`config.mk`:
```
export PLATFORM = sky130hd
export DESIGN_NAME = flash_probe_seq
export DESIGN_NICKNAME = d
export VERILOG_FILES = /design/src/rtl/fpb_pkg.sv /design/src/rtl/fpb_timer.sv /design/src/rtl/fpb_bit_engine.sv /design/src/rtl/fpb_id_judge.sv /design/src/rtl/flash_probe_seq.sv
export SDC_FILE = /design/constraint.sdc
export NUM_CORES = 1
export LEC_CHECK = 0
export BUFFER_PORTS_ARGS = -buffer_cell sky130_fd_sc_hd__buf_2
export CAP_MARGIN = 20
export CORE_MARGIN = 2
export CORE_UTILIZATION = 50
export DETAILED_ROUTE_END_ITERATION = 6
export PLACE_DENSITY = 0.8
export RECOVER_POWER = 50
export SLEW_MARGIN = 15
export SYNTH_ARGS = -nofsm -noshare
export SYNTH_HDL_FRONTEND = slang
export SYNTH_SLANG_ARGS = --single-unit
```
`constraint.sdc`:
```
create_clock -name clk -period 2.7 [get_ports clk]
set_input_delay 0.135 -clock clk [delete_from_list [all_inputs] [get_ports clk]]
set_output_delay 0.135 -clock clk [all_outputs]
set_load 0.02 [all_outputs]
```
`src/rtl/fpb_pkg.sv`:
```
package fpb_pkg;

    typedef enum logic [3:0] {
        S_IDLE,
        S_PULSE,
        S_GAP_FF,
        S_PRE_FF,
        S_GAP_EN,
        S_EN_RST,
        S_GAP_RST,
        S_DO_RST,
        S_RECOVER,
        S_READ_ID,
        S_JUDGE,
        S_DONE
    } seq_state_t;

    localparam logic [7:0] OP_RELEASE = 8'hFF;
    localparam logic [7:0] OP_RST_EN  = 8'h66;
    localparam logic [7:0] OP_RST     = 8'h99;
    localparam logic [7:0] OP_ID      = 8'h9F;

endpackage

```
`src/rtl/fpb_timer.sv`:
```
module fpb_timer #(
    parameter int TW = 10
) (
    input  logic          clk,
    input  logic          rst_n,
    input  logic          load,
    input  logic [TW-1:0] load_val,
    output logic          expired
);
    logic [TW-1:0] cnt;

    always_ff @(posedge clk or negedge rst_n) begin
        if (!rst_n) begin
            cnt <= '0;
        end else if (load) begin
            cnt <= load_val;
        end else if (cnt != '0) begin
            cnt <= cnt - TW'(1);
        end
    end

    assign expired = (cnt == '0);
endmodule

```
`src/rtl/fpb_bit_engine.sv`:
```
module fpb_bit_engine #(
    parameter int XW  = 32,
    parameter int RXW = 24,
    parameter int LW  = 6
) (
    input  logic           clk,
    input  logic           rst_n,
    input  logic           go,
    input  logic [XW-1:0]  tx_word,
    input  logic [LW-1:0]  n_bits,
    input  logic [LW-1:0]  n_drive,
    input  logic [1:0]     sdi,
    output logic           sck,
    output logic           mosi,
    output logic           mosi_oe,
    output logic           fin,
    output logic [RXW-1:0] rx_io0,
    output logic [RXW-1:0] rx_io1
);
    logic          active;
    logic          phase;
    logic [XW-1:0] sr;
    logic [LW-1:0] sent;
    logic [LW-1:0] total;
    logic [LW-1:0] drive;

    always_ff @(posedge clk or negedge rst_n) begin
        if (!rst_n) begin
            active <= 1'b0;
            phase  <= 1'b0;
            sck    <= 1'b0;
            fin    <= 1'b0;
            sr     <= '0;
            sent   <= '0;
            total  <= '0;
            drive  <= '0;
            rx_io0 <= '0;
            rx_io1 <= '0;
        end else begin
            fin <= 1'b0;
            if (go) begin
                active <= 1'b1;
                phase  <= 1'b0;
                sck    <= 1'b0;
                sr     <= tx_word;
                sent   <= '0;
                total  <= n_bits;
                drive  <= n_drive;
            end else if (active) begin
                if (!phase) begin
                    // rising SCK: sample both candidate data-out lines
                    sck    <= 1'b1;
                    phase  <= 1'b1;
                    rx_io0 <= {rx_io0[RXW-2:0], sdi[0]};
                    rx_io1 <= {rx_io1[RXW-2:0], sdi[1]};
                end else begin
                    // falling SCK: present the next output bit
                    sck   <= 1'b0;
                    phase <= 1'b0;
                    sr    <= {sr[XW-2:0], 1'b0};
                    sent  <= sent + LW'(1);
                    if (sent + LW'(1) == total) begin
                        active <= 1'b0;
                        fin    <= 1'b1;
                    end
                end
            end
        end
    end

    assign mosi    = sr[XW-1];
    assign mosi_oe = active && (sent < drive);
endmodule

```
`src/rtl/fpb_id_judge.sv`:
```
module fpb_id_judge #(
    parameter int IDW = 24
) (
    input  logic [IDW-1:0] id_io0,
    input  logic [IDW-1:0] id_io1,
    output logic           found,
    output logic           on_io1,
    output logic [IDW-1:0] id_pick
);
    logic ok0, ok1;

    always_comb begin
        ok0     = (|id_io0) && !(&id_io0);
        ok1     = (|id_io1) && !(&id_io1);
        found   = ok0 || ok1;
        on_io1  = !ok0 && ok1;
        if (ok0) begin
            id_pick = id_io0;
        end else if (ok1) begin
            id_pick = id_io1;
        end else begin
            id_pick = '0;
        end
    end
endmodule

```
`src/rtl/flash_probe_seq.sv`:
```
module flash_probe_seq
    import fpb_pkg::*;
#(
    parameter int CLK_MHZ  = 20,
    parameter int PULSE_US = 1,
    parameter int RECOV_US = 30,
    parameter int CS_GAP   = 2,
    parameter int ID_BITS  = 24
) (
    input  logic               clk,
    input  logic               rst_n,
    input  logic               start,
    input  logic               fuse_no_rst,
    input  logic [3:0]         io_in,
    output logic               cs_n,
    output logic               sck,
    output logic [3:0]         io_out,
    output logic [3:0]         io_oe,
    output logic               done,
    output logic               present,
    output logic               six_pin,
    output logic [ID_BITS-1:0] dev_id
);
    localparam int OPC_BITS  = 8;
    localparam int XW        = OPC_BITS + ID_BITS;
    localparam int LW        = $clog2(XW + 1);
    localparam int PULSE_CYC = CLK_MHZ * PULSE_US;
    localparam int RECOV_CYC = CLK_MHZ * RECOV_US;
    localparam int TMAX_A    = (PULSE_CYC > CS_GAP) ? PULSE_CYC : CS_GAP;
    localparam int TMAX      = (RECOV_CYC > TMAX_A) ? RECOV_CYC : TMAX_A;
    localparam int TW        = $clog2(TMAX + 1);

    seq_state_t state, nxt;

    logic               tmr_load;
    logic [TW-1:0]      tmr_val;
    logic               tmr_exp;
    logic               go;
    logic [XW-1:0]      tx_word;
    logic [LW-1:0]      n_bits;
    logic [LW-1:0]      n_drive;
    logic               mosi, mosi_oe, fin;
    logic [ID_BITS-1:0] rx0, rx1;
    logic               j_found, j_io1;
    logic [ID_BITS-1:0] j_id;
    logic               in_frame;
    logic               accept;

    fpb_timer #(.TW(TW)) u_tmr (
        .clk      (clk),
        .rst_n    (rst_n),
        .load     (tmr_load),
        .load_val (tmr_val),
        .expired  (tmr_exp)
    );

    fpb_bit_engine #(.XW(XW), .RXW(ID_BITS), .LW(LW)) u_eng (
        .clk     (clk),
        .rst_n   (rst_n),
        .go      (go),
        .tx_word (tx_word),
        .n_bits  (n_bits),
        .n_drive (n_drive),
        .sdi     (io_in[1:0]),
        .sck     (sck),
        .mosi    (mosi),
        .mosi_oe (mosi_oe),
        .fin     (fin),
        .rx_io0  (rx0),
        .rx_io1  (rx1)
    );

    fpb_id_judge #(.IDW(ID_BITS)) u_judge (
        .id_io0  (rx0),
        .id_io1  (rx1),
        .found   (j_found),
        .on_io1  (j_io1),
        .id_pick (j_id)
    );

    // state register
    always_ff @(posedge clk or negedge rst_n) begin
        if (!rst_n) begin
            state <= S_IDLE;
        end else begin
            state <= nxt;
        end
    end

    // transitions, timer loads and frame launches
    always_comb begin
        nxt      = state;
        tmr_load = 1'b0;
        tmr_val  = '0;
        go       = 1'b0;
        tx_word  = '0;
        n_bits   = LW'(OPC_BITS);
        n_drive  = LW'(OPC_BITS);
        accept   = 1'b0;
        unique case (state)
            S_IDLE, S_DONE: begin
                if (start) begin
                    accept   = 1'b1;
                    tmr_load = 1'b1;
                    if (fuse_no_rst) begin
                        nxt     = S_GAP_FF;
                        tmr_val = TW'(CS_GAP - 1);
                    end else begin
                        nxt     = S_PULSE;
                        tmr_val = TW'(PULSE_CYC - 1);
                    end
                end
            end
            S_PULSE: begin
                if (tmr_exp) begin
                    nxt      = S_GAP_FF;
                    tmr_load = 1'b1;
                    tmr_val  = TW'(CS_GAP - 1);
                end
            end
            S_GAP_FF: begin
                if (tmr_exp) begin
                    nxt     = S_PRE_FF;
                    go      = 1'b1;
                    tx_word = {OP_RELEASE, {ID_BITS{1'b0}}};
                end
            end
            S_PRE_FF: begin
                if (fin) begin
                    nxt      = S_GAP_EN;
                    tmr_load = 1'b1;
                    tmr_val  = TW'(CS_GAP - 1);
                end
            end
            S_GAP_EN: begin
                if (tmr_exp) begin
                    nxt     = S_EN_RST;
                    go      = 1'b1;
                    tx_word = {OP_RST_EN, {ID_BITS{1'b0}}};
                end
            end
            S_EN_RST: begin
                if (fin) begin
                    nxt      = S_GAP_RST;
                    tmr_load = 1'b1;
                    tmr_val  = TW'(CS_GAP - 1);
                end
            end
            S_GAP_RST: begin
                if (tmr_exp) begin
                    nxt     = S_DO_RST;
                    go      = 1'b1;
                    tx_word = {OP_RST, {ID_BITS{1'b0}}};
                end
            end
            S_DO_RST: begin
                if (fin) begin
                    nxt      = S_RECOVER;
                    tmr_load = 1'b1;
                    tmr_val  = TW'(RECOV_CYC - 1);
                end
            end
            S_RECOVER: begin
                if (tmr_exp) begin
                    nxt     = S_READ_ID;
                    go      = 1'b1;
                    tx_word = {OP_ID, {ID_BITS{1'b0}}};
                    n_bits  = LW'(XW);
                end
            end
            S_READ_ID: begin
                if (fin) begin
                    nxt = S_JUDGE;
                end
            end
            S_JUDGE: begin
                nxt = S_DONE;
            end
            default: begin
                nxt = S_IDLE;
            end
        endcase
    end

    // pin outputs
    always_comb begin
        in_frame = (state == S_PRE_FF) || (state == S_EN_RST) ||
                   (state == S_DO_RST) || (state == S_READ_ID);
        cs_n      = !in_frame;
        done      = (state == S_DONE);
        io_out[0] = mosi;
        io_oe[0]  = in_frame && mosi_oe;
        io_out[1] = 1'b0;
        io_oe[1]  = 1'b0;
        io_out[2] = 1'b1;
        io_oe[2]  = !fuse_no_rst && in_frame;
        io_out[3] = (state != S_PULSE);
        io_oe[3]  = !fuse_no_rst && (in_frame || (state == S_PULSE));
    end

    // probe result
    always_ff @(posedge clk or negedge rst_n) begin
        if (!rst_n) begin
            present <= 1'b0;
            six_pin <= 1'b0;
            dev_id  <= '0;
        end else if (accept) begin
            present <= 1'b0;
            six_pin <= 1'b0;
            dev_id  <= '0;
        end else if (state == S_JUDGE) begin
            present <= j_found;
            six_pin <= j_io1;
            dev_id  <= j_id;
        end
    end
endmodule

```
==> run summary <==
slowest CP cell: or4b_1
endpoints failing setup: 0
Slew @ Worst Pin: 1.92 ns
Placed Area: 0.00553 sq mm
Reg clk slew, reported paths: 0.09 ns
clk_lat worst skew: 0.38 ns
status: finished with violations
Cells after Synth: 454
synthesis warning total: 0
first drt pass iteration count: 4
ant diodes: 0
number of max-cap violations: 1
nets@finish: 506
CTS tree: built
row count: 37
vias in the first global route: 3714
Max clock buf depth: 2
Final Cycle Share: 95.4%
drt first-iter violations: 238
Routed WL: 10800 um
Netlist Area Pre-Place: 0.00517 sq mm
crit path cell chain: inv_1 -> ha_1 -> or4b_1 -> or3_4 -> nor3_4 -> nor3_2 -> buf_12 -> mux2_4
clk root buf: clkbuf_8
Clock H-tree levels: 3
Max VDD drop: 0.222 mV
Post-Route Utilization: 56.2%
FILL cells: 884
most common cell in the netlist: dfrtp_1
top post-synthesis cells by count: 108 x dfrtp_1, 36 x nand2_1, 28 x mux2_2, 27 x nor2_1, 25 x a221o_1
GPL Wtd Cong: 0.838
final hold vios: 0
RSZ-0062 raised after global routing: false
first-pass GRT wire length: 18200 um
Distinct cells, synth: 53
Initial Util: 50.7%
gr usage total: 20.4%
die height: 106 um
CTS Buf Count: 9
Pins Over Slew Limit: 81
ys async rst share: 100%
Die Wd: 106 um
dpl hpwl: 7270 um
clock net sink count: 108
Avg Vias per Cell: 5.88
Synth Area per Inst: 11.4 sq um
Fin Clk Skew: 0.0176 ns
area leader, netlist: dfrtp_1
core area: 0.0102 sq mm
IO Port Bufs: 39
worst setup margin: 0.125 ns
post-route ant nets: 0
Critical path buffers and inverters: 2
sequential share of the synthesized area: 52.3%
endpoint type of the worst setup path: flip-flop
initial antenna violation count: 0
largest net degree at the start of global routing: 81
Max Freq: 388 MHz
CP Class: reg2reg
Yosys reg bits: 108
Synth top area share: 52.3%
Top delay family on crit path: simple AND/OR/NAND/NOR gates
Ports: 45
failing checks: capacitance limit, slew limit
Final min period: 2.57 ns
Power Dens Cells: 455 mW/mm^2
Area contributors post-synth: dfrtp_1 52%, mux2_2 6.1%, mux2_4 5.8%
critical path's largest stage delay: 0.46 ns
share of layout cells above drive strength 1: 20.2%
Final TNS setup: 0 ns
design area: 0.00572 sq mm
Area Growth Syn to Fin: 10.8%
WL/cell: 17.1 um
Main synth FF type: dfrtp_1
Place WS: 0.0232 ns
CP startpoint kind: flip-flop
Leakage: 2.62 nW
area of the multi-input gates: 0.00232 sq mm
DRC Markers: 0
placed cell count: 617
Critical Path RT: 2.96 ns
number of synthesized flops with an enable pin: 0
vias: 3733
Seq. cell area: 0.00270 sq mm
Max FO, Critical Path: 48
Finished Layout Cells: 635
die area: 0.0112 sq mm
Hold WC Path Type: in2reg
total grt overflow: 0
Rel. slew slack: -28.2%
Crit path arrival time: 2.83 ns
routing by layer:
metal | GRT usage (%) | part of all wire [%]
met5 | 0 | 0
met4 | 9.12 | 2.4
met3 | 2.91 | 3.4
met2 | 31.6 | 47
met1 | 28.6 | 47
per-stage QoR:
step | hold slack [ns] | power, mW
final | 0.167 | 2.60
after floorplan | -0.161 | 1.66
after detailed placement | 0.350 | 1.70
after CTS | 0.160 | 2.62
after global routing | 0.207 | 2.67
after global placement | 0.336 | 1.69
cell families (layout without fill, tap and decap cells):
family	Yosys count	in the layout	synth area share, %
AND/OR/NAND/NOR	163	163	17.3
flip-flops	108	108	52.3
AO/OA/AOI/OAI	77	77	11.3
multiplexers	49	49	12.1
buffers and inverters	36	80	3.41
XOR/XNOR	16	16	2.71
adder cells (fa/ha/maj)	3	3	0.727
other	2	3	0.145
state kept, by name (all words and copies together) (netlist names):
| register | count |
|---|---|
| dev_id | 24 |
| u_eng.rx_io0 | 24 |
| u_eng.rx_io1 | 24 |
| u_tmr.cnt | 10 |
| u_eng.sr | 8 |
| u_eng.sent | 6 |
| state | 4 |
| u_eng.total | 2 |
| present | 1 |
| six_pin | 1 |
| u_eng.active | 1 |
| u_eng.drive | 1 |
| u_eng.fin | 1 |
| u_eng.phase | 1 |
power breakdown:
group,switching (mW),internal [mW]
Sequential,0.000376,1.62
Combinational,0.0381,0.00788
Clock,0.554,0.386
cells in the final DEF, fill, tap and decap left out, types with 4 or more instances in the layout:
cell type and instances:
dfrtp_1 108, nand2_1 36, mux2_2 28, clkbuf_1 28, nor2_1 27, a221o_1 25, mux2_4 20, nand4_1 19
and2_0 19, nor4_1 16, o21ai_0 15, buf_4 14, a21oi_1 12, clkbuf_8 11, buf_2 10, xor2_1 8
xnor2_1 8, and2_1 8, inv_1 6, nand3_1 6, a31oi_1 6, nor3_1 5, a211o_1 4
worst reg2reg max path, cell delays in order, from the launching register on:
cell and delay (ns):
dfrtp_1 0.40, inv_1 0.09, ha_1 0.20, or4b_1 0.46, or3_4 0.44, nor3_4 0.21
nor3_2 0.08, buf_12 0.20, mux2_4 0.38
repair_timing:
item,4_1_cts,5_1_grt
hold buffers,3,0
buffers inserted,0,0
setup endpoints to repair,1,20
hold endpoints to repair,80,0
gates resized for setup,1,2
final timing paths:
check,slack (ns),from,end,cells past startpoint
worst max register to register,0.13,u_tmr.cnt[0],u_eng.rx_io1[6],8
min in group asynchronous,0.81,rst_n,u_eng.sent[3],2
max in group asynchronous,0.58,rst_n,u_eng.rx_io0[20],3
worst min register to register,0.47,u_eng.drive[3],u_eng.drive[3],1
worst min-delay path,0.17,fuse_no_rst,u_tmr.cnt[4],3
worst max-delay path,0.13,u_tmr.cnt[0],u_eng.rx_io1[6],8
cell type report:
type                            instances  area share, %
Clock buffer                           11           2.64
Clock inverter                          4          0.568
Inverter                                6          0.393
Multi-Input combinational cell        311           40.5
Sequential cell                       108           47.2
Tap cell                              136           2.97
Timing Repair Buffer                   59           5.68
Note: power is estimated with default switching activity, not from simulation.
